[src/rtl/mbx_fifo.sv]
module mbx_fifo #(
   parameter int WIDTH = 8,
   parameter int DEPTH = 64
) (
   input  logic                         clk,
   input  logic                         rst_n,
   input  logic                         en,
   input  logic                         clr,
   input  logic                         wr,
   input  logic [WIDTH-1:0]             wdata,
   input  logic                         rd,
   output logic [WIDTH-1:0]             rdata,
   output logic                         full,
   output logic                         empty,
   output logic [$clog2(DEPTH+1)-1:0]   count,
   output logic                         ovf
);
   localparam int AW = (DEPTH > 1) ? $clog2(DEPTH) : 1;
   localparam int CW = $clog2(DEPTH + 1);
   localparam bit POW2 = ((1 << AW) == DEPTH);

   if (DEPTH < 2) begin : g_bad_depth
      $error("mbx_fifo: DEPTH must be at least 2");
   end
   if (WIDTH < 1) begin : g_bad_width
      $error("mbx_fifo: WIDTH must be at least 1");
   end

   logic [WIDTH-1:0] mem [DEPTH];
   logic [AW-1:0]    wptr, rptr, wptr_nx, rptr_nx;
   logic             push, pop, spill;

   assign full  = (count == CW'(DEPTH));
   assign empty = (count == '0);
   assign push  = en && wr && !full;
   assign pop   = en && rd && !empty;
   assign spill = en && wr && full;

   // pointer advance: free wrap for power-of-two depths, compare otherwise
   if (POW2) begin : g_wrap_free
      assign wptr_nx = wptr + 1'b1;
      assign rptr_nx = rptr + 1'b1;
   end else begin : g_wrap_cmp
      assign wptr_nx = (wptr == AW'(DEPTH - 1)) ? '0 : wptr + 1'b1;
      assign rptr_nx = (rptr == AW'(DEPTH - 1)) ? '0 : rptr + 1'b1;
   end

   assign rdata = (en && !empty) ? mem[rptr] : '0;

   always_ff @(posedge clk) begin
      if (push && !clr) mem[wptr] <= wdata;
   end

   always_ff @(posedge clk) begin
      if (!rst_n || clr) begin
         wptr  <= '0;
         rptr  <= '0;
         count <= '0;
         ovf   <= 1'b0;
      end else begin
         if (push) wptr <= wptr_nx;
         if (pop)  rptr <= rptr_nx;
         unique case ({push, pop})
            2'b10:   count <= count + 1'b1;
            2'b01:   count <= count - 1'b1;
            default: count <= count;
         endcase
         if (spill) ovf <= 1'b1;
      end
   end
endmodule

[src/rtl/mbx_rstflag.sv]
module mbx_rstflag (
   input  logic clk,
   input  logic rst_n,
   input  logic h_wr,
   input  logic h_wdata,
   input  logic h_view_en,
   output logic h_rdata,
   input  logic s_rd,
   input  logic s_wr,
   input  logic s_wdata,
   output logic s_rdata
);
   logic flag, seen;
   logic host_set, slave_clr;

   assign host_set  = h_wr && h_wdata;
   assign slave_clr = s_wr && !s_wdata && seen;
   assign h_rdata   = h_view_en && flag;
   assign s_rdata   = flag;

   always_ff @(posedge clk) begin
      if (!rst_n) begin
         flag <= 1'b0;
         seen <= 1'b0;
      end else if (host_set) begin
         flag <= 1'b1;
         seen <= 1'b0;
      end else if (slave_clr) begin
         flag <= 1'b0;
         seen <= 1'b0;
      end else if (s_rd && flag) begin
         seen <= 1'b1;
      end
   end
endmodule

[src/rtl/hs_mailbox.sv]
module hs_mailbox #(
   parameter int         DATA_W      = 8,
   parameter int         FIFO_DEPTH  = 64,
   parameter logic [1:0] FIFO_ON_CODE = 2'b11,
   localparam int        CNT_W       = $clog2(FIFO_DEPTH + 1)
) (
   input  logic              clk,
   input  logic              rst_n,
   input  logic [1:0]        fifo_sel,
   input  logic              h_wr,
   input  logic [DATA_W-1:0] h_wdata,
   input  logic              h_rd,
   output logic [DATA_W-1:0] h_rdata,
   input  logic              s_wr,
   input  logic [DATA_W-1:0] s_wdata,
   input  logic              s_rd,
   output logic [DATA_W-1:0] s_rdata,
   input  logic              dn_clr,
   input  logic              up_clr,
   output logic              dn_full,
   output logic              dn_empty,
   output logic [CNT_W-1:0]  dn_count,
   output logic              dn_ovf,
   output logic              up_full,
   output logic              up_empty,
   output logic [CNT_W-1:0]  up_count,
   output logic              up_ovf,
   input  logic              h_rst_wr,
   input  logic              h_rst_wdata,
   input  logic              h_rst_view_en,
   output logic              h_rst_rdata,
   input  logic              s_rst_rd,
   input  logic              s_rst_wr,
   input  logic              s_rst_wdata,
   output logic              s_rst_rdata
);
   logic fifo_en;
   assign fifo_en = (fifo_sel == FIFO_ON_CODE);

   mbx_fifo #(.WIDTH(DATA_W), .DEPTH(FIFO_DEPTH)) u_dn (
      .clk(clk), .rst_n(rst_n), .en(fifo_en), .clr(dn_clr),
      .wr(h_wr), .wdata(h_wdata), .rd(s_rd), .rdata(s_rdata),
      .full(dn_full), .empty(dn_empty), .count(dn_count), .ovf(dn_ovf));

   mbx_fifo #(.WIDTH(DATA_W), .DEPTH(FIFO_DEPTH)) u_up (
      .clk(clk), .rst_n(rst_n), .en(fifo_en), .clr(up_clr),
      .wr(s_wr), .wdata(s_wdata), .rd(h_rd), .rdata(h_rdata),
      .full(up_full), .empty(up_empty), .count(up_count), .ovf(up_ovf));

   mbx_rstflag u_rf (
      .clk(clk), .rst_n(rst_n),
      .h_wr(h_rst_wr), .h_wdata(h_rst_wdata), .h_view_en(h_rst_view_en),
      .h_rdata(h_rst_rdata),
      .s_rd(s_rst_rd), .s_wr(s_rst_wr), .s_wdata(s_rst_wdata),
      .s_rdata(s_rst_rdata));
endmodule

[config.mk]
export PLATFORM = sky130hd
export DESIGN_NAME = hs_mailbox
export DESIGN_NICKNAME = d
export VERILOG_FILES = /design/src/rtl/mbx_fifo.sv /design/src/rtl/mbx_rstflag.sv /design/src/rtl/hs_mailbox.sv
export SDC_FILE = /design/constraint.sdc
export NUM_CORES = 1
export LEC_CHECK = 0
export ABC_CLOCK_PERIOD_IN_PS = 7600
export BUFFER_PORTS_ARGS = -buffer_cell sky130_fd_sc_hd__buf_4
export CAP_MARGIN = 10
export CELL_PAD_IN_SITES_DETAIL_PLACEMENT = 0
export CELL_PAD_IN_SITES_GLOBAL_PLACEMENT = 1
export CORE_MARGIN = 2
export CORE_UTILIZATION = 55
export CTS_CLUSTER_SIZE = 40
export DETAILED_ROUTE_END_ITERATION = 8
export PLACE_DENSITY_LB_ADDON = 0.1
export SYNTH_ARGS = -nofsm -noshare
export SYNTH_HDL_FRONTEND = slang
export SYNTH_SLANG_ARGS = --single-unit
[constraint.sdc]
create_clock -name clk -period 7.6 [get_ports clk]
set_clock_uncertainty 0.15 [all_clocks]
set_input_delay 0 -clock clk [delete_from_list [all_inputs] [get_ports clk]]
set_output_delay 0 -clock clk [all_outputs]
set_load 0.01 [all_outputs]
==> results by group, run 1 <==
Flow run
  – Max-capacitance violation count: 0

Power
  – Leak: 14.3 nW
  – VDD IR max: 0.247 mV
  – Power share of the clock group: 0.439
  – Switching power share of the total: 0.193
  – Seq pwr share: 0.548
  – PwrDens: 249 mW/mm^2
  – Net switching power: 2.29 mW
  – Comb pwr share: 0.013
  – Internal power: 9.57 mW

Timing
  – Slew HR: 0.301
  – Tcrit/Tclk final: 0.556
  – Max-slew violations: 0
  – Final worst slack: 3.37 ns
  – Final min period: 4.23 ns
  – Max frequency: 0.237 GHz
  – RSZ-0062 raised after global routing: false
  – Final hold vios: 0
  – Worst-Margin Slew: 1.05 ns
  – Number of setup violations in the final report: 0
  – TNS Setup: 0 ns

Global route
  – Total global-route track usage: 0.241
  – First-pass GRT wire length: 139 mm
  – Initial antenna violation count: 0
  – Grt ovf: 0
  – Vias in the first global route: 20.8k
  – Largest net degree at the start of global routing: 109

Floorplan
  – Die area: 0.0793 mm^2
  – Initial core utilization: 0.557
  – Die X: 282 um
  – Die Y: 282 um
  – Row count: 101
  – IO Pins: 70
  – Core ar.: 0.0761 mm^2

Yosys
  – Mux cell area share after synthesis: 0.152
  – Register area share after synthesis: 0.751
  – Compound-Gate Fraction of Synth Area: 0.0290
  – Flop and latch count out of synthesis: 1078
  – Synth Cell Area: 0.0424 mm^2
  – Syn_nets: 2186
  – Syn avg cell area: 19.8 um^2
  – Main combinational cell family by area after synthesis: multiplexers
  – EDFF count, synth: 1024
  – Adder-Cell Fraction of Synth Area: 0.00295
  – Cell count after synthesis: 2144
  – Post-synthesis simple-gate area fraction: 0.0425
  – Distinct cells, synth: 60
  – Synth Area in XOR/XNOR: 0.00682
  – Main synth FF type: edfxtp_1
  – YS warnings: 0
  – Async SR Flop Fraction: 0

Setup path
  – Reg2Reg Setup Slack: 3.89 ns
  – Crit-path max FO: 48
  – CP dominant cell by count: buf_4
  – Slowest CP cell: buf_4
  – Crit-path cells: buf_4 -> mux4_2 -> nor2b_1 -> a211oi_1 -> a21oi_1 -> o211ai_1 -> o21ai_1 -> buf_4
  – Crit path buffers/inverters: 2
  – Max stage delay on crit path: 0.82 ns
  – Worst endpoint required time: 7.45 ns
  – Setup CP Type: register to output pin
  – Critical path startpoint category: register
  – Crit path capture type: output pin
  – Family with the most delay on the worst path: buffers and inverters
  – Worst EP arrival: 4.08 ns

Placement
  – Post-DP HPWL: 55.3 mm
  – Pre-CTS WS: 3.94 ns
  – Placed Cells incl. Taps: 3144
  – Placed instance area: 0.0438 mm^2
  – Port bufs: 69
  – Global placer's final weighted congestion: 0.805

Detailed routing
  – Post-route ant nets: 0
  – WL per Instance: 27.6 um
  – Met2 WL: 46.0 mm
  – Highest routing layer actually used: met4
  – Met3 wire len: 5.12 mm
  – DR vias/cell: 6.20
  – Pre-Repair DR Iteration Count: 7
  – Wl on met1: 38.9 mm
  – Drt first-iter violations: 2169
  – Drt drc: 0
  – Routed WL: 93.3 mm
  – Via Count: 20.9k

Final layout
  – N_diodes: 0
  – Final instance area: 0.0476 mm^2
  – Final Non-Filler Cells: 3376
  – Fin util: 0.625
  – Syn-to-layout area delta: 12.2%
  – Area of the multi-input gates: 0.00991 mm^2
  – Layout Nets: 2301
  – Layout cells sized above 1: 0.224
  – Reg area: 0.0319 mm^2
  – Final-layout fill cell count: 5375

CTS
  – Clk slew on worst S/H paths: 0.06 ns
  – Worst-Skew Late Latency: 0.66 ns
  – Clock Path Buffers: 3
  – CTS tree: done
  – Total CTS buffers: 107
  – Root buf cell: clkbuf_16
  – CTS HTree Levels: 3
  – TritonCTS Sinks: 1078

Min path
  – Hold Crit Class: input port to register

Outcome
  – Status: completed
==> worst reg2reg max path, cell delays in order (launching register included) <==
cell and delay, ns:
dfxtp_1 0.53, nor2_1 0.16, nand3_1 0.14, and3_1 0.30
inv_2 0.13, nor3_2 0.25, nand3_1 0.66, nor2_1 0.99
==> cells by family after synthesis <==
family | Yosys count
flip-flops | 1078
AO/OA/AOI/OAI | 185
multiplexers | 323
adder cells (fa/ha/maj) | 10
AND/OR/NAND/NOR | 389
XOR/XNOR | 33
buffers and inverters | 126
==> cells in the mapped netlist (19+ instances only) <==
cell type     n  area [um^2]
nor2_1      186          698
a211oi_1     22          165
edfxtp_1   1024        30700
buf_2        35          175
nor2b_1      34          213
o21ai_0      24          120
nand3_1      37          185
a22oi_1      19          143
mux2i_1      55          551
a21oi_1      49          245
mux4_2      257         5790
clkbuf_1     39          146
buf_4        31          233
dfxtp_1      54         1080
nand2_1      64          240
o22ai_1      20          125
==> through the flow <==
step           hold slack, ns  total power, mW
2_1_floorplan         -0.0511             6.65
4_1_cts                0.0236             11.9
5_1_grt                0.0808             12.2
6_report               0.0634             11.9
3_5_place_dp            0.116             6.77
3_3_place_gp           0.0963             6.76
==> state kept, by name, summed over array words and instances (netlist names), named ones only <==
| signal | count |
|---|---|
| u_dn.count | 7 |
| u_dn.mem | 512 |
| u_dn.ovf | 1 |
| u_dn.rptr | 6 |
| u_dn.wptr | 6 |
| u_rf.s_rdata | 1 |
| u_rf.seen | 1 |
| u_up.count | 7 |
| u_up.mem | 512 |
| u_up.ovf | 1 |
| u_up.rptr | 6 |
| u_up.wptr | 6 |
==> final cells by class <==
class	instances	share of cell area
multi-input cells	940	0.208
repair buffers	119	0.0215
clock buffers	135	0.0596
clock inverters	61	0.0132
well taps	1030	0.0271
flip-flops and latches	1078	0.669
inverters	13	0.00103
==> layer usage <==
metal	track usage	vias up
met5	0	-
li1	-	8996
met1	0.345	11000
met3	0.0299	187
met4	0.0882	0
met2	0.387	743
==> placed cells by master (no fill, tap or decap), types with 5 or more instances in the layout <==
cell,Yosys,layout
a211oi_1,22,22
a21oi_1,49,49
a221oi_1,7,7
a22oi_1,19,19
a32oi_1,6,6
and2_1,6,6
buf_4,31,80
bufinv_16,0,12
clkbuf_1,39,25
clkbuf_16,0,109
clkinv_1,0,20
clkinv_2,0,19
dfxtp_1,54,48
dfxtp_4,0,6
dlygate4sd3_1,0,36
edfxtp_1,1024,1024
ha_1,10,10
inv_1,10,10
mux2_2,11,11
mux2i_1,55,55
mux4_2,257,257
nand2_1,64,64
nand2b_1,11,11
nand3_1,37,37
nand3b_1,7,7
nor2_1,186,186
nor2b_1,34,34
nor3_1,11,11
o211ai_1,5,5
o21ai_0,24,24
o21ai_1,5,5
o221ai_1,9,9
o22ai_1,20,20
or3_1,7,7
xnor2_1,16,16
xor2_1,17,17
==> power by group through the flow <==
stage	clock [mW]	combinational, mW	sequential (mW)
after floorplan	0	0.0247	6.63
after global placement	0	0.133	6.62
after detailed placement	0	0.141	6.62
after CTS	5.29	0.154	6.50
after global routing	5.52	0.165	6.50
final	5.21	0.151	6.50
==> timing repair <==
| action | 4_1_cts | 5_1_grt |
|---|---|---|
| gates resized for setup | 0 | 0 |
| hold buffers | 36 | 0 |
| endpoints found under the hold margin | 1061 | 0 |
| setup buffers | 0 | 0 |
==> path summary, 6_finish.rpt <==
check                     start         endpoint  cells past startpoint
setup / recovery       register       s_rdata[3]                      8
hold / removal           dn_clr  u_dn.mem[46][4]                      4
setup reg to reg  u_up.count[2]  u_up.mem[51][4]                      7
hold reg to reg    u_dn.wptr[5]     u_dn.wptr[5]                      2
Power figures use the tool's default switching activity.
==> inputs of run 2 (changes only) <==
--- a/config.mk
+++ b/config.mk
@@ -5,13 +5,14 @@
 export SDC_FILE = /design/constraint.sdc
 export NUM_CORES = 1
 export LEC_CHECK = 0
-export ABC_CLOCK_PERIOD_IN_PS = 7600
+export ABC_AREA = 1
+export ABC_CLOCK_PERIOD_IN_PS = 3500
 export BUFFER_PORTS_ARGS = -buffer_cell sky130_fd_sc_hd__buf_4
 export CAP_MARGIN = 10
 export CELL_PAD_IN_SITES_DETAIL_PLACEMENT = 0
 export CELL_PAD_IN_SITES_GLOBAL_PLACEMENT = 1
 export CORE_MARGIN = 2
-export CORE_UTILIZATION = 55
+export CORE_UTILIZATION = 46
 export CTS_CLUSTER_SIZE = 40
 export DETAILED_ROUTE_END_ITERATION = 8
 export PLACE_DENSITY_LB_ADDON = 0.1
==> constraint.sdc (replaced) <==
create_clock -name clk -period 3.5 [get_ports clk]
set_clock_uncertainty 0.15 [all_clocks]
set_input_delay 0 -clock clk [delete_from_list [all_inputs] [get_ports clk]]
set_output_delay 0 -clock clk [all_outputs]
set_load 0.01 [all_outputs]
==> results by group, run 2 <==
Outcome
  – Status: completed

Power
  – Leak: 18.2 nW
  – Seq pwr share: 0.531
  – Power share of the clock group: 0.446
  – PwrDens: 524 mW/mm^2
  – Switching power share of the total: 0.204
  – Net switching power: 5.43 mW
  – VDD IR max: 0.457 mV
  – Comb pwr share: 0.023
  – Internal power: 21.2 mW

Setup path
  – Crit-path max FO: 120
  – Worst r2r path cells: 14
  – Critical R2R Capture: u_up.count[4]
  – R2r startpoint: u_up.count[0]
  – Reg2Reg Setup Slack: 0.50 ns
  – Setup CP Type: register to output pin
  – Worst endpoint required time: 3.35 ns
  – Critical path capture point: h_rdata[1]
  – Crit path capture type: output pin
  – Critical path startpoint category: register
  – Worst EP arrival: 3.20 ns

Final layout
  – Final Non-Filler Cells: 5433
  – Final-layout fill cell count: 8545
  – Commonest non-fill, non-tap cell in the layout: nand2_1
  – Layout Nets: 4104
  – Final instance area: 0.0508 mm^2
  – Layout cells sized above 1: 0.0943
  – Reg area: 0.0318 mm^2
  – Fin util: 0.525
  – Area of the multi-input gates: 0.0113 mm^2
  – Syn-to-layout area delta: 13.0%
  – Largest registers: u_dn.mem: 512 flops, u_up.mem: 512 flops
  – Most frequent cells in the layout: nand2_1, edfxtp_1, nand3_1

Floorplan
  – Row count: 114
  – IO Pins: 70
  – Die X: 317 um
  – Die area: 0.100 mm^2
  – Core ar.: 0.0967 mm^2
  – Initial core utilization: 0.465
  – Die Y: 317 um

Yosys
  – Register area share after synthesis: 0.709
  – YS warnings: 0
  – Cell count after synthesis: 3959
  – Async SR Flop Fraction: 0
  – Flop and latch count out of synthesis: 1078
  – Largest area contributor in the netlist: edfxtp_1
  – Synth area leaders: edfxtp_1, nand2_1, nand3_1
  – EDFF count, synth: 1024
  – Syn avg cell area: 11.3 um^2
  – Synth top area share: 0.685
  – Top-count cell post-synth: nand2_1
  – Distinct cells, synth: 42
  – Main synth FF type: edfxtp_1
  – Synth cell count leaders: nand2_1, edfxtp_1, nand3_1, nor2_1, inv_1
  – Syn_nets: 4001
  – Synth Cell Area: 0.0449 mm^2

Global route
  – Initial antenna violation count: 3
  – First-pass GRT wire length: 178 mm
  – Vias in the first global route: 28.1k
  – Grt ovf: 0
  – Total global-route track usage: 0.238
  – Largest net degree at the start of global routing: 121

CTS
  – Clock Path Buffers: 3
  – Root buf cell: clkbuf_16
  – CTS tree: done
  – TritonCTS Sinks: 1078
  – CTS HTree Levels: 3
  – Clk slew on worst S/H paths: 0.06 ns
  – Total CTS buffers: 113
  – Worst-Skew Late Latency: 0.68 ns

Timing
  – Worst-Margin Slew: 0.972 ns
  – Slew HR: 0.352
  – Tcrit/Tclk final: 0.957
  – Number of setup violations in the final report: 0
  – Final worst slack: 0.149 ns
  – Final hold vios: 0
  – Max frequency: 0.298 GHz
  – Max-slew violations: 0
  – Final min period: 3.35 ns
  – TNS Setup: 0 ns
  – RSZ-0062 raised after global routing: false

Placement
  – Port bufs: 69
  – Placed Cells incl. Taps: 5181
  – Placed instance area: 0.0466 mm^2
  – Pre-CTS WS: 0.542 ns
  – Post-DP HPWL: 68.4 mm
  – Global placer's final weighted congestion: 0.834

Detailed routing
  – Drt drc: 0
  – DR vias/cell: 5.40
  – Pre-Repair DR Iteration Count: 5
  – WL per Instance: 22.0 um
  – Routed WL: 120 mm
  – Post-route ant nets: 0
  – Drt first-iter violations: 2973
  – Via Count: 29.3k

Min path
  – Hold Crit Class: input port to register

Flow run
  – Max-capacitance violation count: 0
[run 2: how the worst min path moves through the flow]
stage | from | to | slack, ns | cells after the start
floorplan | h_rst_view_en | h_rst_rdata | -0.05 | 2
global placement | s_rst_rd | u_rf.seen | 0.10 | 3
detailed placement | s_rst_rd | u_rf.seen | 0.10 | 3
CTS | s_rst_wdata | u_rf.seen | 0.02 | 5
global route | s_rst_wdata | u_rf.s_rdata | 0.11 | 5
finish | s_rst_wdata | u_rf.seen | 0.08 | 5
[run 2: cells by family (layout without fill, tap and decap cells)]
group                      after synthesis  in the layout  synth area share
adders and majority gates               10             10           0.00279
and+or+nand+nor                       2457           2457             0.235
xor gates and xnor gates                14             14           0.00273
DFF                                   1078           1078             0.709
buffers and inverters                  305            502            0.0391
AOI/OAI and AO/OA                       95             95            0.0114
other                                    0              1                 0
[run 2: area by class of cell]
type,count,area share
Sequential cell,1078,0.627
Multi-Input combinational cell,2576,0.223
Clock buffer,147,0.0608
Timing Repair Buffer,217,0.0393
Tap cell,1276,0.0314
Clock inverter,62,0.0117
Inverter,76,0.00611
Antenna cell,1,0.0000493
[run 2: routing by layer]
metal | routed length, um | track usage | vias to the layer above
met5 | 0 | 0 | -
met4 | 2270 | 0.0633 | 0
met3 | 8920 | 0.0431 | 130
met2 | 52200 | 0.347 | 929
met1 | 56200 | 0.367 | 14300
li1 | - | - | 14000
[run 2: critical path, stage by stage (launching register included)]
cell	delay [ns]
dfxtp_4	0.62
buf_16	0.39
nand2_1	0.11
nand3_1	0.11
nand3_1	0.15
nand2_1	0.20
nand2_1	0.08
nand3_1	0.13
nand3_1	0.07
a21oi_1	0.30
buf_4	0.19
[run 2: timing repair]
item / CTS / global route
setup buffers: 0 / 1
hold buffers: 41 / 0
setup endpoints to repair: 0 / 7
hold endpoints to repair: 1211 / 0
gates resized for setup: 0 / 3
[run 2: power by group through the flow]
| stage | Sequential [mW] | Clock [mW] | Combinational, mW |
|---|---|---|---|
| 3_5_place_dp | 14.4 | 0 | 0.587 |
| 3_3_place_gp | 14.4 | 0 | 0.582 |
| 5_1_grt | 14.1 | 12.6 | 0.677 |
| 2_1_floorplan | 14.4 | 0 | 0.222 |
| 4_1_cts | 14.1 | 12.1 | 0.621 |
| 6_report | 14.1 | 11.9 | 0.619 |
[run 2: metrics by stage]
stage | total power, mW | hold slack [ns]
after global placement | 15.0 | 0.102
after global routing | 27.4 | 0.109
final | 26.6 | 0.0769
after CTS | 26.8 | 0.0240
after detailed placement | 15.0 | 0.104
after floorplan | 14.6 | -0.0520
==> inputs of run 3 (changes only) <==
--- a/config.mk
+++ b/config.mk
@@ -11,7 +11,7 @@
 export CAP_MARGIN = 10
 export CELL_PAD_IN_SITES_DETAIL_PLACEMENT = 0
 export CELL_PAD_IN_SITES_GLOBAL_PLACEMENT = 1
-export CORE_MARGIN = 2
+export CORE_MARGIN = 4
 export CORE_UTILIZATION = 46
 export CTS_CLUSTER_SIZE = 40
 export DETAILED_ROUTE_END_ITERATION = 8
==> results by group, run 3 (synthesis gave the netlist of run 2 again) <==
Outcome
  – Status: completed

Detailed routing
  – Met3 wire len: 8.50 mm
  – WL per Instance: 21.9 um
  – Met2 WL: 51.4 mm
  – Wl on met1: 56.6 mm
  – Via Count: 29.1k
  – Drt first-iter violations: 2794
  – Routed WL: 118 mm
  – Pre-Repair DR Iteration Count: 5
  – Highest routing layer actually used: met4
  – Post-route ant nets: 0
  – DR vias/cell: 5.38
  – Drt drc: 0

Timing
  – Max frequency: 0.301 GHz
  – Number of setup violations in the final report: 0
  – Final min period: 3.33 ns
  – Final hold slack: 0.0637 ns
  – Slew HR: 0.225
  – Max-slew violations: 0
  – TNS Setup: 0 ns
  – Worst-Margin Slew: 1.16 ns
  – Tcrit/Tclk final: 0.951
  – Final hold vios: 0
  – RSZ-0062 raised after global routing: false

Final layout
  – Commonest non-fill, non-tap cell in the layout: nand2_1
  – Layout Nets: 4095
  – Syn-to-layout area delta: 12.4%
  – Most frequent cells in the layout: nand2_1, edfxtp_1, nand3_1
  – Largest registers: u_dn.mem: 512 flops, u_up.mem: 512 flops
  – Final instance area: 0.0505 mm^2
  – N_diodes: 0
  – Layout cells sized above 1: 0.0898

Setup path
  – Worst endpoint required time: 3.35 ns
  – Crit path capture type: output pin
  – Worst EP arrival: 3.18 ns
  – Crit-path max FO: 114
  – Critical path startpoint category: register
  – Reg2Reg Setup Slack: 0.53 ns
  – R2r startpoint: u_up.count[0]
  – Worst r2r path cells: 14
  – Critical path capture point: s_rdata[5]
  – Critical R2R Capture: u_up.count[4]
  – Setup CP Type: register to output pin

Placement
  – Placed instance area: 0.0466 mm^2
  – Global placer's final weighted congestion: 0.831
  – Post-DP HPWL: 68.1 mm
  – Port bufs: 69

Floorplan
  – IO Pins: 70
  – Die area: 0.103 mm^2
  – Initial core utilization: 0.464
  – Row count: 114
  – Die Y: 321 um
  – Core ar.: 0.0969 mm^2
  – Die X: 321 um

CTS
  – Worst-Skew Late Latency: 0.68 ns
  – Clk slew on worst S/H paths: 0.06 ns
  – Total CTS buffers: 111
  – Clock Path Buffers: 3
  – Root buf cell: clkbuf_16
  – CTS tree: done
  – CTS HTree Levels: 3
  – TritonCTS Sinks: 1078

Global route
  – Total global-route track usage: 0.229
  – Largest net degree at the start of global routing: 129
  – Grt ovf: 0
  – Initial antenna violation count: 2
  – First-pass GRT wire length: 178 mm
  – Vias in the first global route: 27.8k

Min path
  – Hold Crit Class: input port to register

Power
  – VDD IR max: 0.405 mV
  – PwrDens: 515 mW/mm^2
  – Leak: 18.1 nW

Flow run
  – Max-capacitance violation count: 0
==> run 3: through the flow <==
| step | instances | utilization | setup slack (ns) | total power, mW |
|---|---|---|---|---|
| 2_1_floorplan | 3959 | - | 0.815 | 14.6 |
| 3_3_place_gp | 5174 | 0.481 | 0.558 | 15.0 |
| 3_5_place_dp | 5174 | 0.481 | 0.569 | 15.0 |
| 4_1_cts | 5419 | 0.521 | 0.0685 | 26.3 |
| 5_1_grt | 5420 | 0.521 | 0.00232 | 26.9 |
| 6_report | 5420 | 0.521 | 0.173 | 26.0 |
==> run 3: critical path, stage by stage, from the launching register on <==
cell and delay (ns):
dfxtp_4 0.58, buf_12 0.46, nand2_1 0.11, nand3_1 0.13, nand3_1 0.16, nand2_1 0.10, nand2_1 0.05, nand3_1 0.23
nand3_1 0.09, a21oi_1 0.30, buf_4 0.19
==> run 3: layout make-up <==
cell class	count	area, um^2
fill	8501	46300
sequential	1078	31900
multi-input combinational	2576	11300
clock buffer	131	2950
timing repair buffer	210	1920
tap	1276	1600
clock inverter	73	533
inverter	76	322
==> run 3: per-layer routing <==
metal	track usage	vias up
met2	0.334	834
met5	0	-
met4	0.0537	0
met1	0.356	14200
met3	0.0454	118
li1	-	14000
==> run 3: worst min-delay path by stage <==
stage / from / to / slack [ns] / depth (start not counted)
floorplan: h_rst_view_en / h_rst_rdata / -0.05 / 2
global placement: s_rst_rd / u_rf.seen / 0.11 / 3
detailed placement: h_rst_view_en / h_rst_rdata / 0.11 / 4
CTS: s_rst_wr / u_rf.seen / 0.007 / 5
global route: s_rst_wr / u_rf.seen / 0.11 / 5
finish: s_rst_wr / u_rf.seen / 0.06 / 5
==> run 3: timing repair <==
| item | in CTS | in global routing |
|---|---|---|
| setup buffers | 0 | 1 |
| hold buffers | 41 | 0 |
| gates resized for setup | 0 | 4 |
| endpoints found under the setup margin | 0 | 4 |
| endpoints found under the hold margin | 1209 | 0 |
==> run 3: report_power, final <==
part	switching, mW	internal, mW
Clock	4.87	6.42
Sequential	0.0108	14.1
Combinational	0.474	0.145
Total	5.35	20.7
